File: src/rtl/mcs_pkg.sv
package mcs_pkg;
  typedef enum logic [1:0] {
    CK_FETCH = 2'b00,
    CK_EXEC  = 2'b01,
    CK_DMA   = 2'b10,
    CK_INTR  = 2'b11
  } cyc_kind_e;
endpackage

File: src/rtl/mcs_phase_ctr.sv
module mcs_phase_ctr #(
  parameter int CLKS = 8,
  localparam int PH_W = $clog2(CLKS)
) (
  input  logic            clk,
  input  logic            clr,
  output logic [PH_W-1:0] ph_nxt,
  output logic            at_end
);
  localparam logic [PH_W-1:0] P_LAST = PH_W'(CLKS - 1);

  logic [PH_W-1:0] ph_q;

  assign at_end = (ph_q == P_LAST);

  always_comb begin
    if (clr || at_end) ph_nxt = '0;
    else               ph_nxt = ph_q + 1'b1;
  end

  always_ff @(posedge clk) ph_q <= ph_nxt;
endmodule

File: src/rtl/mcs_kind_seq.sv
module mcs_kind_seq
  import mcs_pkg::*;
#(
  parameter int ADDR_W    = 16,
  parameter int EXEC_LONG = 2,
  localparam int LEFT_W   = (EXEC_LONG > 2) ? $clog2(EXEC_LONG) : 1
) (
  input  logic              clk,
  input  logic              clr,
  input  logic              at_end,
  input  logic [ADDR_W-1:0] core_addr,
  input  logic              core_wr,
  input  logic              core_long,
  output cyc_kind_e         kind_nxt,
  output logic [ADDR_W-1:0] addr_nxt,
  output logic              wr_nxt
);
  cyc_kind_e         kind_q;
  logic [ADDR_W-1:0] addr_q;
  logic              wr_q;
  logic [LEFT_W-1:0] left_q, left_nxt;

  always_comb begin
    kind_nxt = kind_q;
    addr_nxt = addr_q;
    wr_nxt   = wr_q;
    left_nxt = left_q;
    if (clr) begin
      kind_nxt = CK_FETCH;
      addr_nxt = '0;
      wr_nxt   = 1'b0;
      left_nxt = '0;
    end else if (at_end) begin
      addr_nxt = core_addr;
      if (kind_q == CK_FETCH) begin
        kind_nxt = CK_EXEC;
        left_nxt = core_long ? LEFT_W'(EXEC_LONG - 1) : '0;
      end else if (left_q != '0) begin
        kind_nxt = CK_EXEC;
        left_nxt = left_q - 1'b1;
      end else begin
        kind_nxt = CK_FETCH;
      end
      wr_nxt = core_wr && (kind_nxt == CK_EXEC);
    end
  end

  always_ff @(posedge clk) begin
    kind_q <= kind_nxt;
    addr_q <= addr_nxt;
    wr_q   <= wr_nxt;
    left_q <= left_nxt;
  end
endmodule

File: src/rtl/mcs_strobe_gen.sv
module mcs_strobe_gen
  import mcs_pkg::*;
#(
  parameter int ADDR_W  = 16,
  parameter int BUS_W   = 8,
  parameter int CLKS    = 8,
  parameter int HI_CLKS = 2,
  parameter int STA_CLK = 1,
  parameter int STB_CLK = 6,
  parameter int WR_CLK  = 6,
  parameter int RD_CLK  = 1,
  localparam int PH_W   = $clog2(CLKS)
) (
  input  logic              clk,
  input  logic              clr,
  input  logic [PH_W-1:0]   ph_nxt,
  input  cyc_kind_e         kind_nxt,
  input  logic [ADDR_W-1:0] addr_nxt,
  input  logic              wr_nxt,
  output logic [BUS_W-1:0]  abus_q,
  output logic              hi_q,
  output logic              late_q,
  output logic              rd_n_q,
  output logic              wr_n_q,
  output logic [1:0]        code_q,
  output logic              take_q
);
  localparam logic [PH_W-1:0] P_HI   = PH_W'(HI_CLKS);
  localparam logic [PH_W-1:0] P_STA  = PH_W'(STA_CLK);
  localparam logic [PH_W-1:0] P_STB  = PH_W'(STB_CLK);
  localparam logic [PH_W-1:0] P_WR   = PH_W'(WR_CLK);
  localparam logic [PH_W-1:0] P_RD   = PH_W'(RD_CLK);
  localparam logic [PH_W-1:0] P_LAST = PH_W'(CLKS - 1);

  logic [BUS_W-1:0] byte_sel;

  always_comb begin
    if (ph_nxt < P_HI) byte_sel = addr_nxt[ADDR_W-1 -: BUS_W];
    else               byte_sel = addr_nxt[BUS_W-1:0];
  end

  always_ff @(posedge clk) begin
    if (clr) begin
      abus_q <= '0;
      hi_q   <= 1'b0;
      late_q <= 1'b0;
      rd_n_q <= 1'b1;
      wr_n_q <= 1'b1;
      code_q <= CK_FETCH;
      take_q <= 1'b0;
    end else begin
      abus_q <= byte_sel;
      hi_q   <= (ph_nxt == P_STA);
      late_q <= (ph_nxt == P_STB);
      rd_n_q <= !((ph_nxt >= P_RD) && !wr_nxt);
      wr_n_q <= !((ph_nxt == P_WR) && wr_nxt);
      code_q <= kind_nxt;
      take_q <= (ph_nxt == P_LAST);
    end
  end
endmodule

File: src/rtl/mcyc_seq.sv
module mcyc_seq
  import mcs_pkg::*;
#(
  parameter int ADDR_W    = 16,
  parameter int BUS_W     = 8,
  parameter int CLKS      = 8,
  parameter int EXEC_LONG = 2,
  localparam int PH_W     = $clog2(CLKS)
) (
  input  logic              clk,
  input  logic              clr,
  input  logic [ADDR_W-1:0] core_addr,
  input  logic              core_wr,
  input  logic              core_long,
  output logic [BUS_W-1:0]  abus_o,
  output logic              hi_stb_o,
  output logic              late_stb_o,
  output logic              rd_n_o,
  output logic              wr_n_o,
  output logic [1:0]        code_o,
  output logic              take_o
);
  logic [PH_W-1:0]   ph_nxt;
  logic              at_end;
  cyc_kind_e         kind_nxt;
  logic [ADDR_W-1:0] addr_nxt;
  logic              wr_nxt;

  mcs_phase_ctr #(.CLKS(CLKS)) u_ph (
    .clk(clk), .clr(clr), .ph_nxt(ph_nxt), .at_end(at_end)
  );

  mcs_kind_seq #(.ADDR_W(ADDR_W), .EXEC_LONG(EXEC_LONG)) u_kind (
    .clk(clk), .clr(clr), .at_end(at_end),
    .core_addr(core_addr), .core_wr(core_wr), .core_long(core_long),
    .kind_nxt(kind_nxt), .addr_nxt(addr_nxt), .wr_nxt(wr_nxt)
  );

  mcs_strobe_gen #(.ADDR_W(ADDR_W), .BUS_W(BUS_W), .CLKS(CLKS)) u_stb (
    .clk(clk), .clr(clr), .ph_nxt(ph_nxt), .kind_nxt(kind_nxt),
    .addr_nxt(addr_nxt), .wr_nxt(wr_nxt),
    .abus_q(abus_o), .hi_q(hi_stb_o), .late_q(late_stb_o),
    .rd_n_q(rd_n_o), .wr_n_q(wr_n_o), .code_q(code_o), .take_q(take_o)
  );
endmodule

File: config.mk
export PLATFORM = sky130hd
export DESIGN_NAME = mcyc_seq
export DESIGN_NICKNAME = d
export VERILOG_FILES = /design/src/rtl/mcs_pkg.sv /design/src/rtl/mcs_phase_ctr.sv /design/src/rtl/mcs_kind_seq.sv /design/src/rtl/mcs_strobe_gen.sv /design/src/rtl/mcyc_seq.sv
export SDC_FILE = /design/constraint.sdc
export NUM_CORES = 1
export LEC_CHECK = 0
export BUFFER_PORTS_ARGS = -buffer_cell sky130_fd_sc_hd__clkbuf_2
export CELL_PAD_IN_SITES_DETAIL_PLACEMENT = 1
export CELL_PAD_IN_SITES_GLOBAL_PLACEMENT = 1
export CORE_MARGIN = 1
export CORE_UTILIZATION = 39
export CTS_CLUSTER_DIAMETER = 60
export DETAILED_ROUTE_END_ITERATION = 8
export GPL_ROUTABILITY_DRIVEN = 0
export PLACE_DENSITY = 0.83
export RECOVER_POWER = 50
export SETUP_SLACK_MARGIN = 0.2
export SKIP_LAST_GASP = 1
export SLEW_MARGIN = 20
export SYNTH_ARGS = -nofsm -noshare
export SYNTH_HDL_FRONTEND = slang
export SYNTH_SLANG_ARGS = --single-unit
export TNS_END_PERCENT = 30
File: constraint.sdc
create_clock -name clk -period 2.26 [get_ports clk]
set_input_delay 0.339 -clock clk [delete_from_list [all_inputs] [get_ports clk]]
set_output_delay 0.339 -clock clk [all_outputs]
set_load 0.03 [all_outputs]
# Yosys cells after proc, flatten, opt, wreduce, memory -nomap -nowiden
# Index checks and enable logic that the tools add are counted.
# totals
output_inout_bits	15
input_bits	20
elab_cells	44
ff_bits	38
# op_classes
n_addsub	2
eq_ne	5
magnitude_cmp	2
muxes	15
reduce_logical	8
# op_table
op	count
2-to-1 mux 16 bit	2
2-to-1 mux 2 bit	5
== test 3 bit (second input constant)	3
2-to-1 mux 8 bit	1
2-to-1 mux 1 bit	6
adder 3 x 1 -> 3 bit (second input constant)	1
== test 3 x 1 -> 1 bit (second input constant)	1
>= comparator 3 x 1 -> 1 bit (second input constant)	1
logical AND 1 bit	3
logical NOT 1 bit	3
< comparator 3 x 2 -> 1 bit (second input constant)	1
2-to-1 mux 3 bit	1
== test 2 x 1 -> 1 bit (second input constant)	1
logical NOT 2 bit	1
logical OR 1 bit	1
subtractor 1 bit (second input constant)	1

# Depth between registers and ports, before layout
# depth
ltp_word	11
mapped_depth	7
mapped_depth_nobuf	5

# Hierarchy
# From an unflattened synthesis, not the netlist that was laid out.
# hier_totals
hier_cells	128
hier_area_um2	1366.3
# modules_own_cells
module	seq_area_each_um2	n_inst	area_each_um2	cells_each
mcs_kind_seq	400.4	1	730.7	66
mcs_strobe_gen	300.3	1	530.5	54
mcs_phase_ctr	60.1	1	105.1	8

# Least setup slack after synthesis
# No wires, ideal clock.
# synth_path
kind	register -> register
startpoint	register u_ph.ph_q[0]
endpoint	register u_stb.abus_q[0]
path_stages_with_launch	8
arrival_ns	1.520
setup_slack_ns	0.619
n_path_buf	2
required_ns	2.139
setup_time_ns	0.121
period_less_slack_ns	1.641
cell_sequence	dfxtp_1 -> ha_1 -> ha_1 -> buf_6 -> nor2_4 -> o21a_2 -> buf_6 -> mux2_4
# synth_between
elab_chain_cells	5
elab_cells_between_ends	8
cone_classes	add/sub: 1; order compare: 1; eq/ne: 1; mux: 4; reduce/logical: 1
# synth_rtl
element	line	rtl
from (decl)	mcs_phase_ctr.sv:12	logic [PH_W-1:0] ph_q;
from (signal assigned)	mcs_phase_ctr.sv:21	always_ff @(posedge clk) ph_q <= ph_nxt;
parallel branches: the longest is 4 deep, another holds adder 3 x 1 -> 3 bit	--	
2-to-1 mux 8 bit (*)	mcs_strobe_gen.sv:38	if (ph_nxt < P_HI) byte_sel = addr_nxt[ADDR_W-1 -: BUS_W];
to (signal assigned)	mcs_strobe_gen.sv:52	abus_q <= byte_sel;
to (decl)	mcs_strobe_gen.sv:20	output logic [BUS_W-1:0] abus_q,
# Mark *: on every way between the ends.
# A chain may end at the register's enable or synchronous reset.

# Worst setup path after layout
# layout_path
startpoint	register u_ph.ph_q[0]
endpoint	register u_stb.abus_q[3]
# The elaborated chain is that of the path after synthesis.

==> reports/qor.yml <==
critical_path_class: "register to register"
tns_ps: 0
arrival_ps: 2150
clock_latency_ps: 340
rrSetupSlack_ps: 340
hold_depth: 3
start_kind: "register"
grt_max_degree: 23
layout.core_utilization_pct: 49.2
synth-simple-area-share_pct: 12.2
drv_slew: 0
relSlewSlack_pct: 75.5
cp_max_fo: 10
grt_pass1_wl_um: 3730
setup_viol: 0
synth_warnings: 0
synth_edf_count: 0
fin_crit_sh_pct: 84.8
syn_nets: 132
ir_drop_mv: 0.258
track_usage_pct: 14.6
ant_nets: 0
clk_pin_slew_ps: 110
cts_resized: 0
dr_total_vias: 876
r2r-end: "u_stb.abus_q[3]"
drt-total-wl_um: 2360
post_cts_buffers: 0
synthTopCellsByArea: "dfxtp_1 57%, mux2i_1 13%, mux2_4 9.0%"
synth_fa_ha_area_share_pct: 1.87
muxShareOfSynthArea_pct: 21.6
drive_above_1_share_pct: 25.7
cts.path.max_buffers: 2
worstReg2RegStart: "u_ph.ph_q[0]"
via_per_inst: 4.56
hold_viol_final: 0
first_pass_iters: 4
grt.overflow.total: 0
cts.sinks: 38
portBuffers: 34
async_reset_ff_share_pct: 0
fp-row-count: 20
yosys.area.top_type: "dfxtp_1"
wl_per_cell_um: 12.3
multi_input_comb_area_um2: 504
hold_ws_ps: 267
die_y_um: 60.6
fin_crit_ps: 1920
cts_htree_levels: 2
synth-main-ff-cell: "dfxtp_1"
rr_worst_depth: 5
crit_required_ps: 2500
netlist_area_um2: 1340
synth_compound_area_share_pct: 2.43
maxCapViolCount: 0
die-area_um2: 3680
cts_tree: "built"
finClkSkew_ps: 9.01
fmax_ghz: 0.522
synth_common_cells: "38 x dfxtp_1, 21 x nor2_1, 17 x mux2i_1, 8 x mux2_4, 4 x and2_1"
yosysMostFrequentCell: "dfxtp_1"
drc_errors: 0
fill_cells: 380
ctsHoldBuffers: 0
synthCells: 110
hp-start: "core_long"
synth_seq_cells: 38
io_pins: 35
finalNetCount: 169
die_x_um: 60.6
regArea_um2: 761
core_area_um2: 3150
worst_hold_path.endpoint: "u_kind.left_q"
synth.distinct_cells: 21
synth_top_family_by_area: "multiplexers"
cp-end-kind: "register"
yosysSeqAreaShare_pct: 56.7
insertedDiodeCount: 0
hold_class: "input port to register"
cellLeakagePower_nw: 0.614
synthXorXnorAreaFrac_pct: 0
antenna_found_initial: 0
status: "completed"
yosys.area.top_type_share_pct: 56.7
drt_iter0_markers: 23
power.density_nw_per_um2: 732
grt_pass1_vias: 880
syn_to_final_growth_pct: 15.6
rsz0062_at_grt: "false"
tightest_slew_ps: 369
avgSynthCellArea_um2: 12.2
root_buffer: "clkbuf_4"
initial_core_util_pct: 42.5
numCtsBuffers: 5
worst max-delay path, stage by stage (launching register included):
cell	delay [ps]
dfxtp_1	360
ha_1	210
ha_1	190
nor2_1	300
o21a_2	430
mux2_4	330
metal layers:
layer / share of wire [%] / vias up / GRT usage (%)
met4: 2.4 / 0 / 8.77
met5: 0 / - / 0
met3: 5.1 / 5 / 5.33
li1: - / 439 / -
met2: 52 / 27 / 24.8
met1: 41 / 405 / 15.4
state kept, by name (all words and copies together) (netlist names):
| name | count |
|---|---|
| u_kind.addr_q | 16 |
| u_kind.kind_q | 2 |
| u_kind.left_q | 1 |
| u_kind.wr_q | 1 |
| u_ph.ph_q | 3 |
| u_stb.abus_q | 8 |
| u_stb.code_q | 2 |
| u_stb.hi_q | 1 |
| u_stb.late_q | 1 |
| u_stb.rd_n_q | 1 |
| u_stb.take_q | 1 |
| u_stb.wr_n_q | 1 |
logic make-up after synthesis:
group	after synthesis
AO/OA/AOI/OAI	5
adder cells (fa/ha/maj)	2
buffers and inverters	6
flip-flops	38
multiplexers	25
AND/OR/NAND/NOR	34
area by class of cell:
type / instances / share of cell area, %
clock inverter: 2 / 0.807
clock buffer: 6 / 3.31
tap: 44 / 3.55
multi-input combinational: 66 / 32.5
timing repair buffer: 36 / 10.7
sequential: 38 / 49.1
how the worst max path moves through the flow:
stage                             from              end  slack, ps  cells after the start
after floorplan           u_ph.ph_q[0]  u_stb.abus_q[0]        620                      7
final                     u_ph.ph_q[0]  u_stb.abus_q[3]        340                      5
after detailed placement  u_ph.ph_q[0]  u_stb.abus_q[2]        450                      6
after global placement    u_ph.ph_q[0]  u_stb.abus_q[3]        530                      5
after CTS                 u_ph.ph_q[0]  u_stb.abus_q[6]        400                      6
after global routing      u_ph.ph_q[0]  u_stb.abus_q[3]        170                      5
placed cells by master (no fill, tap or decap):
master | synthesis | routed
a21oi_1 | 1 | 1
a31oi_1 | 1 | 1
and2_0 | 0 | 2
and2_1 | 4 | 2
and4_1 | 1 | 1
buf_4 | 1 | 2
clkbuf_1 | 0 | 15
clkbuf_2 | 0 | 19
clkbuf_4 | 1 | 5
clkbuf_8 | 0 | 1
clkinv_2 | 0 | 1
clkinvlp_4 | 0 | 1
dfxtp_1 | 38 | 38
ha_1 | 2 | 2
mux2_4 | 8 | 8
mux2i_1 | 17 | 17
nand2b_1 | 2 | 2
nand3_1 | 2 | 2
nor2_1 | 21 | 22
nor2b_1 | 2 | 2
nor3_1 | 1 | 1
o21a_2 | 1 | 1
o21ai_0 | 1 | 1
o21bai_1 | 1 | 1
where the power goes:
part / internal, mW / leakage [nW] / switching, mW
Combinational: 0.0347 / 0.273 / 0.0508
Sequential: 0.682 / 0.307 / 0.00419
Clock: 0.150 / 0.0343 / 0.214
stage by stage:
step           std cells  setup WS [ps]  power [mW]  instance area (um^2)
2_1_floorplan        110            619       0.762                  1340
3_3_place_gp         184            534       0.789                  1510
3_5_place_dp         184            447       0.791                  1510
4_1_cts              192            403        1.16                  1580
5_1_grt              192            167        1.19                  1550
6_report             192            344        1.13                  1550
No activity file was read; power rests on OpenSTA's default activity.
